File: src/rtl/sink_bank_pkg.sv
package sink_bank_pkg;
   typedef enum logic [1:0] {
      OP_READ    = 2'b00,
      OP_WRITE   = 2'b01,
      OP_SAVE    = 2'b10,
      OP_RESTORE = 2'b11
   } sink_op_e;
endpackage

File: src/rtl/sink_bank_regs.sv
module sink_bank_regs #(
   parameter int NUM_CH = 8,
   parameter int LVL_W  = 4,
   localparam int IDX_W = (NUM_CH > 1) ? $clog2(NUM_CH) : 1
) (
   input  logic                          clk,
   input  logic                          rst_n,
   input  logic                          store_rst_n,
   input  logic                          wr_en,
   input  logic [IDX_W-1:0]              wr_idx,
   input  logic [LVL_W-1:0]              wr_data,
   input  logic                          save,
   input  logic                          restore,
   output logic [NUM_CH-1:0][LVL_W-1:0]  work,
   output logic [NUM_CH-1:0][LVL_W-1:0]  store
);
   for (genvar i = 0; i < NUM_CH; i++) begin : g_ch
      // working copy: drives the output, reloaded on reset or restore
      always_ff @(posedge clk) begin
         if (!rst_n || restore)
            work[i] <= store[i];
         else if (wr_en && (wr_idx == IDX_W'(i)))
            work[i] <= wr_data;
      end

      // stored copy: survives rst_n, cleared only at power-up
      always_ff @(posedge clk) begin
         if (!store_rst_n)
            store[i] <= '0;
         else if (save)
            store[i] <= work[i];
      end
   end
endmodule

File: src/rtl/sink_bank_busy.sv
module sink_bank_busy #(
   parameter int SAVE_CYCLES = 4,
   localparam int CNT_W = $clog2(SAVE_CYCLES + 1)
) (
   input  logic clk,
   input  logic rst_n,
   input  logic start,
   output logic busy
);
   logic [CNT_W-1:0] remain;

   always_ff @(posedge clk) begin
      if (!rst_n)
         remain <= '0;
      else if (start)
         remain <= CNT_W'(SAVE_CYCLES);
      else if (remain != '0)
         remain <= remain - 1'b1;
   end

   assign busy = (remain != '0);
endmodule

File: src/rtl/sink_bank_outmux.sv
module sink_bank_outmux #(
   parameter int NUM_CH  = 8,
   parameter int LVL_W   = 4,
   parameter int PAIR_CH = 4
) (
   input  logic [NUM_CH-1:0][LVL_W-1:0] work,
   input  logic                         all_on,
   input  logic                         pair_sel,
   output logic [NUM_CH-1:0][LVL_W-1:0] level,
   output logic [NUM_CH-1:0]            en
);
   for (genvar i = 0; i < NUM_CH; i++) begin : g_out
      if (i >= PAIR_CH) begin : g_fixed
         assign en[i] = 1'b1;
      end else if ((i % 2) == 0) begin : g_first
         assign en[i] = all_on | pair_sel;
      end else begin : g_second
         assign en[i] = all_on | ~pair_sel;
      end
      assign level[i] = en[i] ? work[i] : '0;
   end
endmodule

File: src/rtl/sink_setting_bank.sv
module sink_setting_bank
   import sink_bank_pkg::*;
#(
   parameter int              NUM_CH      = 8,
   parameter int              LVL_W       = 4,
   parameter int              ADDR_W      = 7,
   parameter logic [ADDR_W-1:0] BASE_ADDR = 7'h08,
   parameter int              PAIR_CH     = 4,
   parameter int              SAVE_CYCLES = 4
) (
   input  logic                      clk,
   input  logic                      rst_n,
   input  logic                      store_rst_n,
   input  logic                      cmd_valid,
   input  logic [1:0]                cmd_op,
   input  logic [ADDR_W-1:0]         cmd_addr,
   input  logic [LVL_W-1:0]          cmd_data,
   input  logic                      cfg_all_on,
   input  logic                      cfg_pair_sel,
   output logic                      rsp_valid,
   output logic [LVL_W-1:0]          rsp_data,
   output logic                      rsp_reject,
   output logic                      busy,
   output logic [NUM_CH*LVL_W-1:0]   out_level,
   output logic [NUM_CH-1:0]         out_en
);
   localparam int IDX_W = (NUM_CH > 1) ? $clog2(NUM_CH) : 1;

   if ((PAIR_CH % 2) != 0 || PAIR_CH > NUM_CH) begin : g_bad_pair
      $error("PAIR_CH must be even and no larger than NUM_CH");
   end
   if (int'(BASE_ADDR) + NUM_CH > (1 << ADDR_W)) begin : g_bad_addr
      $error("channel window runs past the address space");
   end
   if (SAVE_CYCLES < 1) begin : g_bad_save
      $error("SAVE_CYCLES must be at least 1");
   end

   sink_op_e                    op;
   logic [ADDR_W:0]             offset;
   logic                        hit;
   logic [IDX_W-1:0]            idx;
   logic                        wr_ok, save_ok, restore_ok, refuse;
   logic [NUM_CH-1:0][LVL_W-1:0] work, store, level;
   logic [LVL_W-1:0]            reply;

   assign op     = sink_op_e'(cmd_op);
   assign offset = {1'b0, cmd_addr} - {1'b0, BASE_ADDR};
   assign hit    = (cmd_addr >= BASE_ADDR) && (offset < (ADDR_W+1)'(NUM_CH));
   assign idx    = offset[IDX_W-1:0];

   assign wr_ok      = cmd_valid && !busy && (op == OP_WRITE) && hit;
   assign save_ok    = cmd_valid && !busy && (op == OP_SAVE);
   assign restore_ok = cmd_valid && !busy && (op == OP_RESTORE);
   assign refuse     = cmd_valid && busy && (op != OP_READ);

   sink_bank_regs #(.NUM_CH(NUM_CH), .LVL_W(LVL_W)) u_regs (
      .clk         (clk),
      .rst_n       (rst_n),
      .store_rst_n (store_rst_n),
      .wr_en       (wr_ok),
      .wr_idx      (idx),
      .wr_data     (cmd_data),
      .save        (save_ok),
      .restore     (restore_ok),
      .work        (work),
      .store       (store)
   );

   sink_bank_busy #(.SAVE_CYCLES(SAVE_CYCLES)) u_busy (
      .clk   (clk),
      .rst_n (rst_n),
      .start (save_ok),
      .busy  (busy)
   );

   sink_bank_outmux #(.NUM_CH(NUM_CH), .LVL_W(LVL_W), .PAIR_CH(PAIR_CH)) u_out (
      .work     (work),
      .all_on   (cfg_all_on),
      .pair_sel (cfg_pair_sel),
      .level    (level),
      .en       (out_en)
   );

   assign out_level = level;

   // reply reflects the addressed value after this command takes effect
   always_comb begin
      if (!hit)
         reply = '0;
      else if (wr_ok)
         reply = cmd_data;
      else if (restore_ok)
         reply = store[idx];
      else
         reply = work[idx];
   end

   always_ff @(posedge clk) begin
      if (!rst_n) begin
         rsp_valid  <= 1'b0;
         rsp_data   <= '0;
         rsp_reject <= 1'b0;
      end else begin
         rsp_valid  <= cmd_valid;
         rsp_data   <= cmd_valid ? reply : '0;
         rsp_reject <= refuse;
      end
   end
endmodule

File: config.mk
export PLATFORM = sky130hd
export DESIGN_NAME = sink_setting_bank
export DESIGN_NICKNAME = d
export VERILOG_FILES = /design/src/rtl/sink_bank_pkg.sv /design/src/rtl/sink_bank_regs.sv /design/src/rtl/sink_bank_busy.sv /design/src/rtl/sink_bank_outmux.sv /design/src/rtl/sink_setting_bank.sv
export SDC_FILE = /design/constraint.sdc
export NUM_CORES = 1
export LEC_CHECK = 0
export ABC_CLOCK_PERIOD_IN_PS = 2450
export BUFFER_PORTS_ARGS = -buffer_cell sky130_fd_sc_hd__buf_2
export CORE_ASPECT_RATIO = 1.1
export CORE_MARGIN = 2
export CORE_UTILIZATION = 56
export DETAILED_ROUTE_END_ITERATION = 10
export PLACE_DENSITY = 0.8
export SYNTH_ARGS = -nofsm -noshare
export SYNTH_HDL_FRONTEND = slang
export SYNTH_SLANG_ARGS = --single-unit
File: constraint.sdc
create_clock -name clk -period 2.45 [get_ports clk]
set_input_delay 0.245 -clock clk [delete_from_list [all_inputs] [get_ports clk]]
set_output_delay 0.245 -clock clk [all_outputs]
set_load 0.01 [all_outputs]
# [Word-level counts from Yosys, hierarchy flattened]
# Cells that the tools add are included.
[op_classes] magnitude_cmp=3 n_addsub=2 reduce_logical=33 bitwise=4 n_mux=28 eq_ne=10
[op_table] op="$mux 4" n=24
[op_table] op="$bmux 4 s3" n=2
[op_table] op="$reduce_bool 2->1" n=10
[op_table] op="$logic_and 1x1->1" n=16
[op_table] op="$eq 3x3->1 const B" n=4
[op_table] op="$lt 8x4->1 const B" n=1
[op_table] op="$sub 7x4->8 const B" n=1
[op_table] op="$ge 7x4->1 const B" n=1
[op_table] op="$eq 3x2->1 const B" n=2
[op_table] op="$mux 3" n=2
[op_table] op="$eq 2x2->1 const B" n=2
[op_table] op="$lt 3x4->1 const B" n=1
[op_table] op="$eq 3x1->1 const B" n=1
[op_table] op="$logic_not 3->1" n=1
[op_table] op="$reduce_and 3->1" n=1
[op_table] op="$reduce_bool 3->1" n=1
[op_table] op="$sub 3x1->3 const B" n=1
[op_table] op="$eq 2x1->1 const B" n=1
[op_table] op="$logic_not 1->1" n=2
[op_table] op="$not 1->1" n=2
[op_table] op="$or 1x1->1" n=2
[op_table] op="$reduce_or 2->1" n=1
[op_table] op="$logic_or 1x1->1" n=1
[word_totals] reg_bits=73 in_bits=19 word_cells=101

# [Longest topological paths before layout]
# Gate-level depths: netlist (run 1).
[depth] depth_word=8 ltp_mapped=10

# [Cells and area by module]
# Synthesis (run 1) repeated with hierarchy kept, for this count alone.
[hier_totals] hier_cells=314 hier_area_um2=3957.5
[by_module_without_submodules] module="sink_bank_regs" seq_area_each_um2=1601.5 cells_each=193 area_each_um2=2651.3 n_inst=1
[by_module_without_submodules] module="sink_setting_bank" seq_area_each_um2=120.1 cells_each=60 area_each_um2=848.3 n_inst=1
[by_module_without_submodules] module="sink_bank_outmux" seq_area_each_um2=0.0 cells_each=43 area_each_um2=290.3 n_inst=1
[by_module_without_submodules] module="sink_bank_busy" seq_area_each_um2=60.1 cells_each=18 area_each_um2=167.7 n_inst=1

# [Worst setup path before layout (run 1)]
# OpenSTA, ideal clock, no wires.
[synth_path] path_type="reg2reg" from="reg u_busy.remain[0]" to="reg u_regs.work[0] in the netlist's numbering, enable pin" slack_ns=0.245 path_buffers=1 required_ns=2.077 path_stages_with_launch=9 arrival_ns=1.833 cell_sequence="dfxtp_1 inv_1 ha_1 ha_1 buf_6 nand4b_1 nor3_1 nand2b_1 o31ai_1"
[synth_via] elab_chain_cells=7
[synth_rtl] item="start, declared" line_no="sink_bank_busy.sv:10" rtl="logic [CNT_W-1:0] remain;"
[synth_rtl] item="start signal, assigned" line_no="sink_bank_busy.sv:16" rtl="remain <= CNT_W'(SAVE_CYCLES);"
[synth_rtl] item="start signal, assigned" line_no="sink_bank_busy.sv:18" rtl="remain <= remain - 1'b1;"
[synth_rtl] item="$reduce_bool 3->1 (*)" line_no="sink_bank_busy.sv:21" rtl="assign busy = (remain != '0);"
[synth_rtl] item="$logic_not 1->1 (*)" line_no="sink_setting_bank.sv:52, sink_setting_bank.sv:54"
[synth_rtl] item="$logic_and 1x1->1 (*)" line_no="sink_setting_bank.sv:52, sink_setting_bank.sv:54"
[synth_rtl] item="$logic_and 1x1->1 (2 in series)" line_no="sink_setting_bank.sv:52" rtl="assign wr_ok = cmd_valid && !busy && (op == OP_WRITE) && hit;"
[synth_rtl] item="$logic_and 1x1->1" line_no="sink_bank_regs.sv:22" rtl="else if (wr_en && (wr_idx == IDX_W'(i)))"
[synth_rtl] item="$reduce_bool 2->1 (no line) (*)"
[synth_rtl] item="end signal, assigned by index" line_no="sink_bank_regs.sv:21" rtl="work[i] <= store[i];"
[synth_rtl] item="end signal, assigned by index" line_no="sink_bank_regs.sv:23" rtl="work[i] <= wr_data;"
[synth_rtl] item="end, declared" line_no="sink_bank_regs.sv:14" rtl="output logic [NUM_CH-1:0][LVL_W-1:0] work,"
# Every way passes the cells marked *; elsewhere a longest branch is shown, timed or not.
# A chain may end at the register's enable or synchronous reset.

# [Worst setup path in the final report (run 1)]
[layout_path] from="reg u_busy.remain[0]" to="reg u_regs.work[25] in the netlist's numbering, enable pin"
# The elaborated chain is that of the path after synthesis.

==> flow_metrics.env, run 1 <==
export IMPL_synth_simple_gate_area_frac=0.146
export IMPL_track_usage=0.251
export IMPL_status="complete, no violations"
export IMPL_slowest_stage="o21ai_0"
export IMPL_drt_iter0_markers=390
export IMPL_ys_seq_area_frac=0.468
export IMPL_cp_required_ps=2430
export IMPL_crit_buf_inv=1
export IMPL_grt_pass1_vias=2691
export IMPL_grt_max_degree=35
export IMPL_crit_chain="inv_1 -> ha_1 -> ha_1 -> nand4b_1 -> nor3_2 -> nand2_1 -> o21ai_0"
export IMPL_design_area_sq_um=4190
export IMPL_gp_congestion=0.927
export IMPL_firstDrtPassIters=4
export IMPL_rsz0062_at_grt="true"
export IMPL_instances_no_fill=489
export IMPL_final_util=0.636
export IMPL_hold_viol=0
export IMPL_synth_compound_area_frac=0.177
export IMPL_vias_per_cell=5.83
export IMPL_worstSkewPairLatency_ps=350
export IMPL_drv_slew=0
export IMPL_syn_inst=370
export IMPL_cts_buffers=9
export IMPL_hpwl_um=6100
export IMPL_synth_top_family_by_area="compound AO/OA/AOI/OAI gates"
export IMPL_relSlewSlack=0.433
export IMPL_vdd_drop_max_v=0.000533
export IMPL_synth_xor_area_frac=0.00460
export IMPL_final_nets=425
export IMPL_grt_pass1_wl_um=14100
export IMPL_worstPathMaxFanout=4
export IMPL_synth_ff_type="dfxtp_1"
export IMPL_synth_edf_count=32
export IMPL_worstSetupEndpointType="register"
export IMPL_cts_root_buf="clkbuf_8"
export IMPL_crit_top_cell="ha_1"
export IMPL_min_path_type="input port to register"
export IMPL_die_w_um=82.6
export IMPL_min_period_over_period=0.957
export IMPL_initial_core_util=0.577
export IMPL_critPathMaxStageDelay_ps=590
export IMPL_fin_tns_setup_ps=0
export IMPL_clkSinkCount=73
export IMPL_cts_htree_levels=3
export IMPL_wl_per_cell_um=18.2
export IMPL_core_area_sq_um=6590
export IMPL_yosys_cell_types_count=41
export IMPL_arrival_ps=2330
export IMPL_timing_fmax_mhz=426
export IMPL_io_pins=66
export IMPL_grt_ovfl_total=0
export IMPL_async_flop_share=0
export IMPL_critPathKind="register to register"
export IMPL_drive_gt1_frac=0.263
export IMPL_worst_path_dominant_cell_family="simple AND/OR/NAND/NOR gates"
export IMPL_placed_area_sq_um=3970
export IMPL_die_area_sq_um=7470
export IMPL_port_buffers=61
export IMPL_antenna_found_initial=0
export IMPL_worst_slew_pin_slew_ps=829
export IMPL_synth_mux_area_fraction=0.0989
export IMPL_synth_area_sq_um=3810
export IMPL_post_cts_setup_buffers=0
export IMPL_finalSetupViolCount=0
export IMPL_yosys_warnings=0
export IMPL_num_antenna_cells=0
export IMPL_period_minus_slack_ps=2340
export IMPL_crit_path_start_kind="register"
export IMPL_path_clk_slew_ps=80
export IMPL_syn_avg_cell_area_sq_um=10.3
export IMPL_area_delta_synth_final_pct=10.2
export IMPL_p_leak_nw=1.86
export IMPL_drcViolationCount=0
export IMPL_ys_ff_latch=73
export IMPL_synth_adder_area_share=0.0131
export IMPL_maxCapViolations=0
export IMPL_finalClockSkew_ps=8.56
export IMPL_dp_cells=473
export IMPL_fp_dieH_um=90.5
export IMPL_row_count=31
export IMPL_cts_tree="done"
export IMPL_wl_um=8890
export IMPL_ant_nets=0
export IMPL_power_density_nw_per_um2=762
export IMPL_clockBufferDepth=2
export IMPL_vias=2852
export IMPL_nFillCells=556
## per-layer routing
layer  part of all wire  track usage
met5                  0            0
met4              0.015       0.0792
met3              0.069       0.0550
met2               0.49        0.379
met1               0.43        0.360
## where the power goes
group / total (mW) / internal [mW] / switching, mW
clock: 1.04 / 0.571 / 0.465
combinational: 0.664 / 0.281 / 0.383
sequential: 1.50 / 1.41 / 0.0899
total: 3.20 / 2.26 / 0.938
## cells in the final DEF, fill, tap and decap left out, types with 4 or more instances in the layout
| master | instances |
|---|---|
| clkbuf_8 | 9 |
| nor2_1 | 7 |
| mux2i_1 | 5 |
| edfxtp_1 | 32 |
| ha_1 | 4 |
| a21boi_0 | 33 |
| conb_1 | 4 |
| and3_1 | 4 |
| dfxtp_1 | 41 |
| a21o_1 | 32 |
| nand2_1 | 71 |
| mux4_2 | 13 |
| buf_2 | 61 |
| nor2b_1 | 10 |
| and2_1 | 9 |
| inv_1 | 12 |
| o21ai_0 | 4 |
| buf_4 | 6 |
| nand2b_1 | 6 |
## layout make-up
cell class,instances,area (sq um),share of cell area
timing repair buffer,67,350,0.0835
tap,82,103,0.0245
inverter,12,45.0,0.0107
clock buffer,10,128,0.0304
sequential,73,1780,0.425
clock inverter,6,83.8,0.0200
multi-input combinational,239,1700,0.406
## logic make-up (layout without fill, tap and decap cells)
group	count (synthesis)	in the layout
other	1	4
buffers and inverters	61	95
adder cells (fa/ha/maj)	4	4
flip-flops	73	73
multiplexers	21	21
AO/OA/AOI/OAI	90	90
XOR/XNOR	2	2
AND/OR/NAND/NOR	118	118
## timing repair
item | 4_1_cts | 5_1_grt
hold buffers | 0 | 0
gates resized for setup | 4 | 4
gates cloned | 0 | 0
endpoints found under the setup margin | 16 | 60
## cells in the mapped netlist (2+ instances only)
library cell | count | share of area
a21boi_0 | 33 | 0.065
a21o_1 | 32 | 0.063
a21oi_1 | 3 | 0.0039
and2_1 | 9 | 0.015
and3_1 | 4 | 0.0066
buf_2 | 5 | 0.0066
buf_4 | 24 | 0.047
buf_6 | 3 | 0.0089
clkbuf_1 | 17 | 0.017
dfxtp_1 | 41 | 0.22
edfxtp_1 | 32 | 0.25
ha_1 | 4 | 0.013
inv_1 | 12 | 0.012
mux2_2 | 3 | 0.0089
mux2i_1 | 5 | 0.013
mux4_2 | 13 | 0.077
nand2_1 | 71 | 0.070
nand2b_1 | 6 | 0.0099
nand4b_1 | 2 | 0.0046
nor2_1 | 7 | 0.0069
nor2b_1 | 10 | 0.016
nor3_1 | 4 | 0.0053
o211ai_1 | 2 | 0.0039
o21ai_0 | 8 | 0.011
o2bb2a_1 | 2 | 0.0053
o31ai_1 | 2 | 0.0039
xor2_1 | 2 | 0.0046
## per-stage QoR
step,total power [mW],worst slack (ps),hold slack [ps]
6_report,3.20,105,165
5_1_grt,3.33,-7.74,169
4_1_cts,3.20,26.5,151
3_5_place_dp,2.17,-124,473
3_3_place_gp,2.16,-25.5,465
2_1_floorplan,2.01,245,386
## worst paths after layout
check / startpoint / to / slack [ps] / cells after the start
worst min register to register: u_regs.store[8] / u_regs.store[8] / 480 / 2
worst max register to register: u_busy.remain[0] / u_regs.work[25] / 110 / 7
worst max-delay path: u_busy.remain[0] / u_regs.work[25] / 110 / 7
worst min-delay path: cmd_data[0] / rsp_data[0] / 170 / 2
## registers in the layout (all words and copies together), names as in the netlist
signal         cells
rsp_data           4
u_busy.remain      3
u_regs.work       32
rsp_valid          1
rsp_reject         1
u_regs.store      32
Power figures use the tool's default switching activity.
==> run 2, diff against run 1 <==
Settings changed: RECOVER_POWER set to 50, TNS_END_PERCENT set to 30.
==> run 2 against run 1 <==
  * First-iteration DRC count fell by 11%
  * Utilization fell by 0.82 points
  * Cell count is the same
  * Flip-flop and latch count is the same
  * Critical path depth did not move
  * Clock power hardly changed
  * Highest routed layer unchanged
  * Register-to-register slack about the same
  * Via count decreased by 1.2%
  * Count of clock-buffer cells in the layout unchanged
  * Largest power group unchanged
  * Final area decreased by 1.3%
  * Wire length shrank 0.60%
  * Global-route usage did not move
==> flow_metrics.env, run 2 (same netlist as run 1, synthesis figures left out) <==
export IMPL_vias_per_cell=5.76
export IMPL_vdd_drop_max_v=0.000529
export IMPL_worst_path_dominant_cell_family="simple AND/OR/NAND/NOR gates"
export IMPL_port_buffers=61
export IMPL_arrival_ps=2340
export IMPL_critPathCapture="u_regs.work[25]"
export IMPL_final_cell_mix="nand2_1, clkbuf_1, dfxtp_1, a21boi_0"
export IMPL_fp_dieH_um=90.5
export IMPL_cp_required_ps=2440
export IMPL_period_minus_slack_ps=2350
export IMPL_io_pins=66
export IMPL_min_period_over_period=0.958
export IMPL_critPathKind="register to register"
export IMPL_cts_buffers=9
export IMPL_gp_congestion=0.927
export IMPL_die_area_sq_um=7470
export IMPL_ctsHoldBuffers=0
export IMPL_final_common_cell="nand2_1"
export IMPL_num_antenna_cells=0
export IMPL_cts_htree_levels=3
export IMPL_wl_met1_um=3770
export IMPL_status="complete, no violations"
export IMPL_firstDrtPassIters=4
export IMPL_ant_nets=0
export IMPL_cts_root_buf="clkbuf_8"
export IMPL_clockBufferDepth=2
export IMPL_wl_um=8840
export IMPL_seq_area_sq_um=1780
export IMPL_maxCapViolations=0
export IMPL_worst_slew_pin_slew_ps=799
export IMPL_antenna_found_initial=0
export IMPL_track_usage=0.251
export IMPL_crit_buf_inv=1
export IMPL_dr_wl_met3_um=617
export IMPL_area_delta_synth_final_pct=8.78
export IMPL_placed_area_sq_um=3970
export IMPL_grt_ovfl_total=0
export IMPL_final_nets=425
export IMPL_reg2reg_depth=7
export IMPL_nFillCells=580
export IMPL_crit_top_cell="ha_1"
export IMPL_cts_resized=4
export IMPL_worstSkewPairLatency_ps=350
export IMPL_r2r_slack_ps=100
export IMPL_initial_core_util=0.577
export IMPL_final_util=0.628
export IMPL_top_regs="u_regs.store (32), u_regs.work (32), rsp_data (4)"
export IMPL_hold_viol=0
export IMPL_timing_rr_end="u_regs.work[25]"
export IMPL_routed_wl_met2_um=4310
export IMPL_core_area_sq_um=6590
export IMPL_p_leak_nw=1.72
export IMPL_crit_path_start_kind="register"
export IMPL_grt_max_degree=35
export IMPL_clkSinkCount=73
export IMPL_crit_chain="inv_1 -> ha_1 -> ha_1 -> nand4b_1 -> nor3_2 -> nand2_1 -> o21ai_0"
export IMPL_fin_tns_setup_ps=0
export IMPL_finalClockSkew_ps=6.64
export IMPL_drcViolationCount=0
export IMPL_hpwl_um=6100
export IMPL_slowest_stage="o21ai_0"
export IMPL_cp_depth=7
export IMPL_timing_fmax_mhz=426
export IMPL_multi_input_area_sq_um=1700
export IMPL_post_cts_setup_buffers=0
export IMPL_cts_tree="done"
export IMPL_row_count=31
export IMPL_critPathMaxStageDelay_ps=570
export IMPL_drt_iter0_markers=348
export IMPL_vias=2818
export IMPL_path_clk_slew_ps=80
export IMPL_drv_slew=0
export IMPL_drive_gt1_frac=0.162
export IMPL_critPathLaunch="u_busy.remain[0]"
export IMPL_die_w_um=82.6
export IMPL_wl_per_cell_um=18.1
export IMPL_min_path_type="input port to register"
export IMPL_finalSetupViolCount=0
export IMPL_top_layer="met4"
export IMPL_design_area_sq_um=4140
export IMPL_worstPathMaxFanout=4
export IMPL_worstSetupEndpointType="register"
export IMPL_relSlewSlack=0.453
export IMPL_rsz0062_at_grt="true"
export IMPL_r2r_start="u_busy.remain[0]"
export IMPL_power_density_nw_per_um2=768
export IMPL_grt_pass1_vias=2691
export IMPL_grt_pass1_wl_um=14100
run 2: changes by cell type in the layout (fill, tap and decap cells not counted), sizes merged:
cell	previous run	this run
buf	67	25
clkbuf	10	52
run 2: layer usage:
| layer | vias up | track usage |
|---|---|---|
| met5 | - | 0 |
| li1 | 1319 | - |
| met3 | 14 | 0.0550 |
| met1 | 1366 | 0.360 |
| met2 | 119 | 0.379 |
| met4 | 0 | 0.0792 |
run 2: how the worst min path moves through the flow:
stage | start | endpoint | slack, ps | depth (start not counted)
2_1_floorplan | cmd_valid | rsp_valid | 390 | 2
5_1_grt | cmd_data[0] | rsp_data[0] | 170 | 2
6_report | cmd_data[0] | rsp_data[0] | 170 | 2
4_1_cts | cmd_data[0] | rsp_data[0] | 150 | 2
3_3_place_gp | u_regs.store[10] | u_regs.store[10] | 460 | 2
3_5_place_dp | u_regs.store[8] | u_regs.store[8] | 470 | 2
run 2: area by class of cell:
| class | instances | area share |
|---|---|---|
| well taps | 82 | 0.0248 |
| multi-input cells | 239 | 0.411 |
| flip-flops and latches | 73 | 0.430 |
| clock inverters | 6 | 0.0202 |
| inverters | 12 | 0.0109 |
| repair buffers | 67 | 0.0716 |
| clock buffers | 10 | 0.0308 |
run 2: power breakdown:
group	leakage [nW]	switching, mW	internal [mW]
Combinational	0.953	0.384	0.260
Clock	0.110	0.464	0.571
Sequential	0.661	0.0909	1.41
run 2: per-stage QoR:
stage	hold slack, ps	std cells	worst slack [ps]	total power, mW
after detailed placement	473	473	-124	2.17
after global placement	465	473	-25.5	2.16
final	167	489	102	3.18
after CTS	151	489	26.5	3.20
after floorplan	386	373	245	2.01
after global routing	169	489	-7.74	3.31
==> run 3, diff against run 2 <==
Settings changed: ABC_CLOCK_PERIOD_IN_PS 2450 to 2700.
Clock period 2.45 ns to 2.7 ns, I/O delays scaled along.
==> run 3 against run 2 <==
  * Hold slack about the same
  * Count of clock-buffer cells in the layout fell by 1
  * Fmax shrank 0.94%
  * Cell count up 1.4%
  * Utilization rose by 0.17 points
  * Via count up 0.11%
  * Die area is the same
  * Setup slack better by 230 ps
  * Combinational power down 9.9%
==> flow_metrics.env, run 3 (same netlist as run 1, synthesis figures left out) <==
export IMPL_status="complete, no violations"
export IMPL_fin_tns_setup_ps=0
export IMPL_grt_ovfl_total=0
export IMPL_drcViolationCount=0
export IMPL_top_regs="u_regs.store (32), u_regs.work (32), rsp_data (4)"
export IMPL_worst_slew_pin_slew_ps=714
export IMPL_p_leak_nw=1.74
export IMPL_r2r_slack_ps=330
export IMPL_cts_htree_levels=3
export IMPL_die_area_sq_um=7470
export IMPL_firstDrtPassIters=4
export IMPL_final_util=0.630
export IMPL_cts_resized=0
export IMPL_cts_buffers=9
export IMPL_cts_tree="done"
export IMPL_fp_dieH_um=90.5
export IMPL_critPathMaxStageDelay_ps=340
export IMPL_num_antenna_cells=0
export IMPL_hpwl_um=6130
export IMPL_final_nets=432
export IMPL_arrival_ps=2450
export IMPL_min_period_over_period=0.878
export IMPL_wl_per_cell_um=17.8
export IMPL_post_cts_setup_buffers=0
export IMPL_wl_um=8810
export IMPL_vdd_drop_max_v=0.000391
export IMPL_ant_nets=0
export IMPL_reg2reg_depth=9
export IMPL_port_buffers=61
export IMPL_worstSkewPairLatency_ps=360
export IMPL_vias_per_cell=5.69
export IMPL_crit_path_start_kind="register"
export IMPL_drv_slew=0
export IMPL_grt_pass1_vias=2686
export IMPL_min_path_type="input port to register"
export IMPL_instances_no_fill=496
export IMPL_worstPathMaxFanout=11
export IMPL_area_delta_synth_final_pct=9.07
export IMPL_power_density_nw_per_um2=675
export IMPL_relSlewSlack=0.524
export IMPL_critPathKind="register to register"
export IMPL_maxCapViolations=0
export IMPL_path_clk_slew_ps=90
export IMPL_crit_buf_inv=3
export IMPL_worst_path_dominant_cell_family="simple AND/OR/NAND/NOR gates"
export IMPL_row_count=31
export IMPL_clkSinkCount=73
export IMPL_cp_depth=9
export IMPL_vias=2821
export IMPL_ctsHoldBuffers=0
export IMPL_grt_max_degree=35
export IMPL_final_common_cell="nand2_1"
export IMPL_hold_viol=0
export IMPL_r2r_start="u_busy.remain[0]"
export IMPL_die_w_um=82.6
export IMPL_finalClockSkew_ps=13.0
export IMPL_grt_pass1_wl_um=13900
export IMPL_cp_required_ps=2780
export IMPL_dp_cells=480
export IMPL_track_usage=0.250
export IMPL_worstSetupEndpointType="register"
export IMPL_drive_gt1_frac=0.162
export IMPL_period_minus_slack_ps=2370
export IMPL_final_cell_mix="nand2_1, clkbuf_1, dfxtp_1, a21boi_0"
export IMPL_placed_area_sq_um=4020
export IMPL_timing_rr_end="u_regs.work[6]"
export IMPL_slowest_stage="clkbuf_1"
export IMPL_critPathCapture="u_regs.work[6]"
export IMPL_gp_congestion=0.885
export IMPL_design_area_sq_um=4150
export IMPL_io_pins=66
export IMPL_initial_core_util=0.577
export IMPL_crit_top_cell="ha_1"
export IMPL_critPathLaunch="u_busy.remain[0]"
export IMPL_finalSetupViolCount=0
export IMPL_drt_iter0_markers=294
export IMPL_cts_root_buf="clkbuf_8"
export IMPL_crit_chain="inv_1 -> ha_1 -> ha_1 -> clkbuf_1 -> and3_1 -> nand2_2 -> and2_1 -> o21ai_0 -> buf_4"
export IMPL_timing_fmax_mhz=422
export IMPL_antenna_found_initial=0
export IMPL_core_area_sq_um=6590
export IMPL_clockBufferDepth=2
export IMPL_rsz0062_at_grt="false"
==> run 3: cell types whose count changed in the layout (fill, tap and decap cells not counted), moves of 2 or more <==
cell,change
clkinv_4,+2
buf_4,+6
o21ai_1,-3
o21ai_0,+4
==> run 3: power breakdown <==
| group | switching (mW) | internal, mW |
|---|---|---|
| Clock | 0.433 | 0.426 |
| Sequential | 0.0854 | 1.28 |
| Combinational | 0.342 | 0.238 |
| Total | 0.860 | 1.94 |
==> run 3: how the worst min path moves through the flow <==
stage	start	to	slack, ps	depth (start not counted)
6_report	cmd_data[0]	rsp_data[0]	170	2
5_1_grt	cmd_data[0]	rsp_data[0]	180	2
4_1_cts	cmd_data[0]	rsp_data[0]	160	2
3_5_place_dp	u_regs.store[3]	u_regs.store[3]	470	2
3_3_place_gp	u_regs.store[1]	u_regs.store[1]	460	2
2_1_floorplan	cmd_valid	rsp_valid	410	2
==> run 3: through the flow <==
step | power [mW] | hold WS, ps | setup slack [ps]
6_report | 2.80 | 167 | 330
4_1_cts | 2.85 | 157 | 365
5_1_grt | 2.93 | 176 | 89.3
3_3_place_gp | 1.98 | 462 | 480
2_1_floorplan | 1.83 | 411 | 495
3_5_place_dp | 2.00 | 474 | 392
==> run 3: metal layers <==
| layer | vias up | routed length [um] | global-route usage |
|---|---|---|---|
| li1 | 1341 | - | - |
| met1 | 1347 | 3710 | 0.328 |
| met2 | 118 | 4260 | 0.397 |
| met3 | 15 | 653 | 0.0590 |
| met4 | 0 | 184 | 0.0984 |
| met5 | - | 0 | 0 |
==> run 3: cell type report <==
class	count	area, sq um
inverter	12	45.0
clock buffer	9	124
fill	560	2440
multi-input combinational	239	1680
tap	82	103
sequential	73	1780
timing repair buffer	74	344
clock inverter	7	71.3
